**src/rtl/tabort_pkg.sv**
```systemverilog
package tabort_pkg;

    localparam int ISR_W = 4;

    typedef struct packed {
        logic hit;
        logic via_scm;
        logic is_read;
        logic is_msiw;
    } abort_evt_t;

    typedef struct packed {
        logic scm;
        logic sdet;
        logic serr;
        logic ta;
    } isr_bits_t;

    function automatic logic handshake_abort(input logic devsel_n,
                                             input logic trdy_n,
                                             input logic stop_n);
        return devsel_n & trdy_n & ~stop_n;
    endfunction

endpackage

```
**src/rtl/tabort_detect.sv**
```systemverilog
module tabort_detect
    import tabort_pkg::*;
#(
    parameter int CLASS_W  = 4,
    parameter int INDEX_W  = 8,
    parameter int CLASS_TA = 1,
    parameter int INDEX_TA = 1
) (
    input  logic               clk,
    input  logic               rst,
    input  logic               devsel_n,
    input  logic               trdy_n,
    input  logic               stop_n,
    input  logic               pcix_mode,
    input  logic               scm_valid,
    input  logic [CLASS_W-1:0] scm_class,
    input  logic [INDEX_W-1:0] scm_index,
    input  logic               txn_read,
    input  logic               txn_write,
    input  logic               txn_msi,
    output abort_evt_t         evt
);
    localparam int NSRC = 2;
    localparam logic [CLASS_W-1:0] CLS = CLASS_W'(CLASS_TA);
    localparam logic [INDEX_W-1:0] IDX = INDEX_W'(INDEX_TA);

    logic [NSRC-1:0] lvl;
    logic [NSRC-1:0] lvl_q;
    logic [NSRC-1:0] edge_hit;

    always_comb begin
        lvl[0] = handshake_abort(devsel_n, trdy_n, stop_n);
        lvl[1] = pcix_mode & scm_valid & (scm_class == CLS) & (scm_index == IDX);
    end

    for (genvar g = 0; g < NSRC; g++) begin : g_src
        always_ff @(posedge clk) begin
            if (rst) lvl_q[g] <= 1'b0;
            else     lvl_q[g] <= lvl[g];
        end
        assign edge_hit[g] = lvl[g] & ~lvl_q[g];
    end

    always_comb begin
        evt.hit     = |edge_hit;
        evt.via_scm = edge_hit[1];
        evt.is_read = (|edge_hit) & txn_read;
        evt.is_msiw = (|edge_hit) & txn_write & txn_msi;
    end

endmodule

```
**src/rtl/tabort_resp.sv**
```systemverilog
module tabort_resp
    import tabort_pkg::*;
#(
    parameter int STS_W    = 16,
    parameter int TA_BIT   = 12,
    parameter int SERR_BIT = 14
) (
    input  logic             clk,
    input  logic             rst,
    input  abort_evt_t       evt,
    input  logic             serr_en,
    input  logic             serr_det_ie,
    input  logic             ta_mask,
    input  logic             serr_mask,
    input  logic             scm_mask,
    output logic [STS_W-1:0] sts_set,
    output isr_bits_t        isr_set,
    output logic             scm_set,
    output logic             serr_n,
    output logic             rd_abort,
    output logic             oq_flush
);
    logic serr_fire;

    always_comb begin
        serr_fire         = evt.is_msiw & serr_en;
        sts_set           = '0;
        sts_set[TA_BIT]   = evt.hit;
        sts_set[SERR_BIT] = serr_fire;
        isr_set.ta        = evt.hit & ~ta_mask;
        isr_set.serr      = serr_fire & ~serr_mask;
        isr_set.sdet      = serr_fire & serr_det_ie;
        isr_set.scm       = evt.via_scm & ~scm_mask;
        scm_set           = evt.via_scm;
    end

    always_ff @(posedge clk) begin
        if (rst) begin
            serr_n   <= 1'b1;
            rd_abort <= 1'b0;
            oq_flush <= 1'b0;
        end else begin
            serr_n   <= ~serr_fire;
            rd_abort <= evt.is_read;
            oq_flush <= evt.hit;
        end
    end

endmodule

```
**src/rtl/tabort_w1c.sv**
```systemverilog
module tabort_w1c #(
    parameter int W = 8
) (
    input  logic         clk,
    input  logic         rst,
    input  logic [W-1:0] set,
    input  logic         clr_we,
    input  logic [W-1:0] clr_data,
    output logic [W-1:0] q
);
    logic [W-1:0] clr_mask;

    assign clr_mask = clr_we ? clr_data : '0;

    always_ff @(posedge clk) begin
        if (rst) q <= '0;
        else     q <= (q & ~clr_mask) | set;
    end

endmodule

```
**src/rtl/tabort_reporter.sv**
```systemverilog
module tabort_reporter
    import tabort_pkg::*;
#(
    parameter int STS_W    = 16,
    parameter int TA_BIT   = 12,
    parameter int SERR_BIT = 14,
    parameter int CLASS_W  = 4,
    parameter int INDEX_W  = 8,
    parameter int CLASS_TA = 1,
    parameter int INDEX_TA = 1
) (
    input  logic               clk,
    input  logic               rst,
    input  logic               bus_devsel_n,
    input  logic               bus_trdy_n,
    input  logic               bus_stop_n,
    input  logic               pcix_mode,
    input  logic               scm_valid,
    input  logic [CLASS_W-1:0] scm_class,
    input  logic [INDEX_W-1:0] scm_index,
    input  logic               txn_read,
    input  logic               txn_write,
    input  logic               txn_msi,
    input  logic               serr_en,
    input  logic               serr_det_ie,
    input  logic               ta_mask,
    input  logic               serr_mask,
    input  logic               scm_mask,
    input  logic               sts_clr_we,
    input  logic [STS_W-1:0]   sts_clr_data,
    input  logic               isr_clr_we,
    input  logic [ISR_W-1:0]   isr_clr_data,
    input  logic               scm_clr,
    output logic [STS_W-1:0]   sts,
    output logic [ISR_W-1:0]   isr,
    output logic               scm_sts,
    output logic               serr_n,
    output logic               rd_abort,
    output logic               oq_flush
);
    abort_evt_t       evt;
    logic [STS_W-1:0] sts_set;
    isr_bits_t        isr_set;
    logic             scm_set;

    tabort_detect #(
        .CLASS_W (CLASS_W),
        .INDEX_W (INDEX_W),
        .CLASS_TA(CLASS_TA),
        .INDEX_TA(INDEX_TA)
    ) u_detect (
        .clk      (clk),
        .rst      (rst),
        .devsel_n (bus_devsel_n),
        .trdy_n   (bus_trdy_n),
        .stop_n   (bus_stop_n),
        .pcix_mode(pcix_mode),
        .scm_valid(scm_valid),
        .scm_class(scm_class),
        .scm_index(scm_index),
        .txn_read (txn_read),
        .txn_write(txn_write),
        .txn_msi  (txn_msi),
        .evt      (evt)
    );

    tabort_resp #(
        .STS_W   (STS_W),
        .TA_BIT  (TA_BIT),
        .SERR_BIT(SERR_BIT)
    ) u_resp (
        .clk        (clk),
        .rst        (rst),
        .evt        (evt),
        .serr_en    (serr_en),
        .serr_det_ie(serr_det_ie),
        .ta_mask    (ta_mask),
        .serr_mask  (serr_mask),
        .scm_mask   (scm_mask),
        .sts_set    (sts_set),
        .isr_set    (isr_set),
        .scm_set    (scm_set),
        .serr_n     (serr_n),
        .rd_abort   (rd_abort),
        .oq_flush   (oq_flush)
    );

    tabort_w1c #(.W(STS_W)) u_sts (
        .clk(clk), .rst(rst), .set(sts_set),
        .clr_we(sts_clr_we), .clr_data(sts_clr_data), .q(sts)
    );

    tabort_w1c #(.W(ISR_W)) u_isr (
        .clk(clk), .rst(rst), .set(isr_set),
        .clr_we(isr_clr_we), .clr_data(isr_clr_data), .q(isr)
    );

    tabort_w1c #(.W(1)) u_scm (
        .clk(clk), .rst(rst), .set(scm_set),
        .clr_we(scm_clr), .clr_data(1'b1), .q(scm_sts)
    );

endmodule

```
**config.mk**
```make
export PLATFORM = sky130hd
export DESIGN_NAME = tabort_reporter
export DESIGN_NICKNAME = d
export VERILOG_FILES = /design/src/rtl/tabort_pkg.sv /design/src/rtl/tabort_detect.sv /design/src/rtl/tabort_resp.sv /design/src/rtl/tabort_w1c.sv /design/src/rtl/tabort_reporter.sv
export SDC_FILE = /design/constraint.sdc
export NUM_CORES = 1
export LEC_CHECK = 0
export ABC_AREA = 1
export CORE_ASPECT_RATIO = 0.7
export CORE_MARGIN = 1
export CORE_UTILIZATION = 32
export CTS_CLUSTER_SIZE = 14
export DETAILED_ROUTE_END_ITERATION = 10
export HOLD_SLACK_MARGIN = 0.15
export PLACE_DENSITY = 0.76
export SLEW_MARGIN = 5
export SYNTH_ARGS = -nofsm -noshare
export SYNTH_HDL_FRONTEND = slang
export SYNTH_SLANG_ARGS = --single-unit
```
**constraint.sdc**
```tcl
create_clock -name clk -period 1.15 [get_ports clk]
set_clock_uncertainty 0.05 [all_clocks]
set_input_delay 0.23 -clock clk [delete_from_list [all_inputs] [get_ports clk]]
set_output_delay 0.23 -clock clk [all_outputs]
set_load 0.02 [all_outputs]
```
; ---- Word-level counts from Yosys, hierarchy flattened
; Index checks and enable logic that the tools add are counted.
[word_totals]
ff_bits = 26
inputBits = 50
out_inout_bits = 24
elab_cells = 45
[classes]
n_eq_ne = 2
n_mux = 3
n_bitwise = 31
reduce_logical = 1
[ops]
columns = operator, n
row1 = bitwise AND 1 bit, 16
row2 = bitwise AND 16 bit, 1
row3 = two-way mux 16 bit, 1
row4 = NOT 16 bit, 1
row5 = OR 16 x 15 -> 16 bit, 1
row6 = "== test 8 x 1 -> 1 bit, second input constant", 1
row7 = NOT 1 bit, 8
row8 = bitwise AND 4 bit, 1
row9 = "== test 4 x 1 -> 1 bit, second input constant", 1
row10 = two-way mux 4 bit, 1
row11 = NOT 4 bit, 1
row12 = OR 4 bit, 1
row13 = OR reduction 2 bit, 1
row14 = two-way mux 1 bit, 1
row15 = OR 1 bit, 1

; ---- Depth between registers and ports, before layout
[depth]
depth_word = 10
ltp_mapped = 8
depth_no_buf = 8

; ---- By module
; From an unflattened synthesis, not the netlist that was laid out.
[unflattened]
hier_cells = 182
area_unflattened_um2 = 1343.8
[by_module_without_submodules]
columns = module, instances, cells_per_inst, area_per_inst_um2, seq_area_each_um2
row1 = tabort_w1c (u_sts), 1, 84, 721.9, 320.3
row2 = tabort_resp, 1, 35, 245.2, 60.1
row3 = tabort_detect, 1, 37, 187.7, 40.0
row4 = tabort_w1c (u_isr), 1, 20, 145.1, 80.1
row5 = tabort_w1c (u_scm), 1, 5, 40.0, 20.0
row6 = tabort_reporter, 1, 1, 3.8, 0.0

; ---- Least setup slack after synthesis
; OpenSTA, ideal clock, no wires.
[synth_path]
path_kind = in2reg
start = in scm_index[3]
end = reg u_isr.q[2]
setup_ns = 0.059
arrival_time_ns = 0.816
required_time_ns = 1.041
slack_ns = 0.225
path_stages = 7
n_path_buf = 0
path_cell_list = nor2_1 nand2_1 nor2_2 nand3_2 nand2_4 nand3_1 nand2_1
[synth_via]
elab_chain_cells = 9
[synth_lines]
columns = element, line
row1 = "start, declared", tabort_reporter.sv:20  ; input logic [INDEX_W-1:0] scm_index,
row2 = == test 8 x 1 -> 1 bit, tabort_detect.sv:33  ; lvl[1] = pcix_mode & scm_valid & (scm_class == CLS) & (scm_index == IDX);
row3 = bitwise AND 1 bit, tabort_detect.sv:33
row4 = bitwise AND 1 bit, tabort_detect.sv:41  ; assign edge_hit[g] = lvl[g] & ~lvl_q[g];
row5 = OR reduction 2 bit, tabort_detect.sv:48  ; evt.is_msiw = (|edge_hit) & txn_write & txn_msi;
row6 = bitwise AND 1 bit (2 in a row), tabort_detect.sv:48
row7 = bitwise AND 1 bit, tabort_resp.sv:26  ; serr_fire = evt.is_msiw & serr_en;
row8 = bitwise AND 1 bit, tabort_resp.sv:32  ; isr_set.sdet = serr_fire & serr_det_ie;
row9 = OR 4 bit, tabort_w1c.sv:17  ; else q <= (q & ~clr_mask) | set;
row10 = "end signal, assigned", tabort_w1c.sv:17
row11 = "end, declared", tabort_w1c.sv:9  ; output logic [W-1:0] q
; Every way passes these cells.
; A chain may end at the register's enable or synchronous reset.

; ---- Worst setup path in the final report
[layout_path]
start = reg u_resp.serr_n
end = out serr_n
[layout_rtl]
columns = element, line
row1 = "start, declared", tabort_resp.sv:19  ; output logic serr_n,
row2 = "start signal, assigned", tabort_resp.sv:43  ; serr_n <= ~serr_fire;
row3 = "end, declared", tabort_reporter.sv:37  ; output logic serr_n,
; No word-level cell between the ends.

==> results.yml <==
status:
  status: "finished, final reports clean"
cells_and_area:
  nets: 247
  diodes: 0
  final_cell_area_um2: 1760
  drive_gt1_share_pct: 28.1
  multi_input_area_um2: 388
  fill_cells: 206
  synthToLayoutAreaGrowth_pct: 89.6
  seq_area_um2: 520
timing:
  period_needed_ps: 1110
  clock.fmax_mhz: 904
  report.final.slew_viol_count: 0
  fin_ws_ps: 43.4
  setup_viol: 0
  hold_viol: 0
  worst_slew_pin_slew_ps: 254
  relSlewSlack_pct: 82.9
  post-route-period-util_pct: 96.2
synthesis:
  synth_nets: 164
  synth_ff_type: "dfxtp_1"
  synth.area.top_cells: "dfxtp_1 (56%), nand2_1 (13%), a21oi_1 (7.5%)"
  synth_async_sr_flop_share_pct: 0
  avgSynthCellArea_um2: 8.14
  synth_cell_types: 20
  synth-edff-count: 0
  yosys_warnings: 0
  syn_inst: 114
  synth.ff_latch_count: 26
  netlist_area_um2: 928
  netlist.area_leader.share_pct: 56.1
  synth.most_common_cell: "nand2_1"
  synthTopCellsByCount: "nand2_1 (32), dfxtp_1 (26), a21oi_1 (14), inv_1 (10), nand3_1 (8)"
  yosysTopAreaCell: "dfxtp_1"
  ys_seq_area_share_pct: 56.1
placed_design:
  numPortBuffers: 73
  post-place-ws_ps: -299
  finalWeightedCongestion: 0.750
  placed_area_um2: 1750
  dp_hpwl_um: 2170
detailed_routing:
  first_pass_iters: 2
  vias: 1009
  finalWirelength_um: 2750
  drcViolationCount: 0
  wl_per_cell_um: 11.9
  drtIter0Drc: 32
  ant_nets: 0
  vias_per_cell: 4.39
setup_path:
  arrival_ps: 830
  cp_slowest_stage_delay_ps: 310
  critPathKind: "reg2out"
  crit_family: "flip-flops"
  path_max_fanout: 1
  end_kind: "primary output"
  cp.required_ps: 870
  slowest_stage: "dfxtp_1"
  cp-start-kind: "flip-flop"
  crit_chain: "clkdlybuf4s15_2"
  crit_buf_inv: 1
floorplan:
  initial_utilization_pct: 35.6
  ios: 74
  dieArea_um2: 3120
  core_um2: 2610
  die_h_um: 47.1
  die_w_um: 66.4
  core.rowCount: 15
cts:
  clk_latency_ps: 260
  htreeDepth: 1
  cts_tree: "built"
  path_clk_slew_ps: 80
  ctsHoldBuffers: 0
  root_buffer: "clkbuf_8"
  cts.sinks: 26
  clockBufferDepth: 2
  numCtsBuffers: 3
grt:
  first_global_vias: 970
  grt_pass1_wl_um: 4130
  overflow: 0
  track_usage_pct: 18.1
  grt_max_degree: 15
  antenna_found_initial: 0
power_and_ir_drop:
  ir_worst_vdd_v: 0.000838
  power_density_nw_per_um2: 985
  p_leak_nw: 0.897
min_path:
  hp-class: "in2reg"
job:
  maxCapViolations: 0
-- state kept, by name, indices dropped and copies added, names as in the netlist --
register	flops
u_isr.q	4
u_scm.q	1
u_resp.serr_n	1
u_resp.oq_flush	1
u_resp.rd_abort	1
u_detect.lvl_q	2
u_sts.q	16
-- worst paths after layout --
path	cells past startpoint	slack, ps	to	start
setup / recovery	1	40	serr_n	u_resp.serr_n
hold / removal	2	170	u_detect.lvl_q[0]	bus_stop_n
setup reg to reg	5	260	u_isr.q[1]	u_detect.lvl_q[1]
hold reg to reg	2	390	u_sts.q[11]	u_sts.q[11]
-- logic make-up (layout without fill, tap and decap cells) --
group,after synthesis,count (layout),share of synthesized area [%]
AOI/OAI and AO/OA,16,16,8.89
buffers and inverters,15,97,6.47
DFF,26,26,56.1
and+or+nand+nor,57,57,28.6
-- metrics by stage --
step	cells	TNS [ps]	utilization [%]	hold WS [ps]	power, W
final	230	0	67.5	167	0.00173
after global routing	230	-29.0	67.5	182	0.00182
after CTS	230	0	67.1	394	0.00176
after detailed placement	226	-6770	67.1	382	0.00119
after global placement	226	-5870	67.1	377	0.00119
after floorplan	114	0	-	252	0.000985
-- area by class of cell --
class,instances,area share (%)
inverters,11,2.35
well taps,34,2.42
multi-input cells,73,22.0
repair buffers,82,40.5
clock buffers,4,3.13
flip-flops and latches,26,29.6
-- layout by cell type, fill, tap and decap left out --
cell type,instances
clkdlybuf4s50_1,34
nand2_1,29
dfxtp_1,26
buf_2,22
a21oi_1,14
dlymetal6s2s_1,11
buf_4,9
inv_1,8
nand3_1,6
nand2_2,4
nor2_1,4
nor2_2,4
clkbuf_8,4
dlygate4sd2_1,4
inv_2,3
nor2_4,2
nand3_2,2
clkdlybuf4s15_2,2
nand3_4,1
nor3_2,1
nand3b_1,1
nand2_4,1
and3_1,1
nor4_1,1
o21ai_0,1
o31ai_1,1
-- repair_timing --
item | 4_1_cts | 5_1_grt
setup endpoints to repair | 30 | 24
gates resized for setup | 98 | 23
setup buffers | 0 | 0
endpoints found under the hold margin | 0 | 0
pin swaps | 8 | 16
-- report_power, final --
part / total (W) / switching [W] / internal, W / leakage (nW)
clock network: 0.000567 / 0.000261 / 0.000305 / 0.0288
registers: 0.000908 / 0.00000218 / 0.000905 / 0.210
logic: 0.000260 / 0.0000887 / 0.000171 / 0.658
total: 0.00173 / 0.000352 / 0.00138 / 0.897
-- routing by layer --
layer | GRT usage (%) | vias to the layer above | wire (µm)
li1 | - | 524 | -
met1 | 19.4 | 437 | 1150
met2 | 34.1 | 44 | 1320
met3 | 5.83 | 4 | 247
met4 | 7.66 | 0 | 32
met5 | 0 | - | 0
Note: power is estimated with default switching activity, not from simulation.
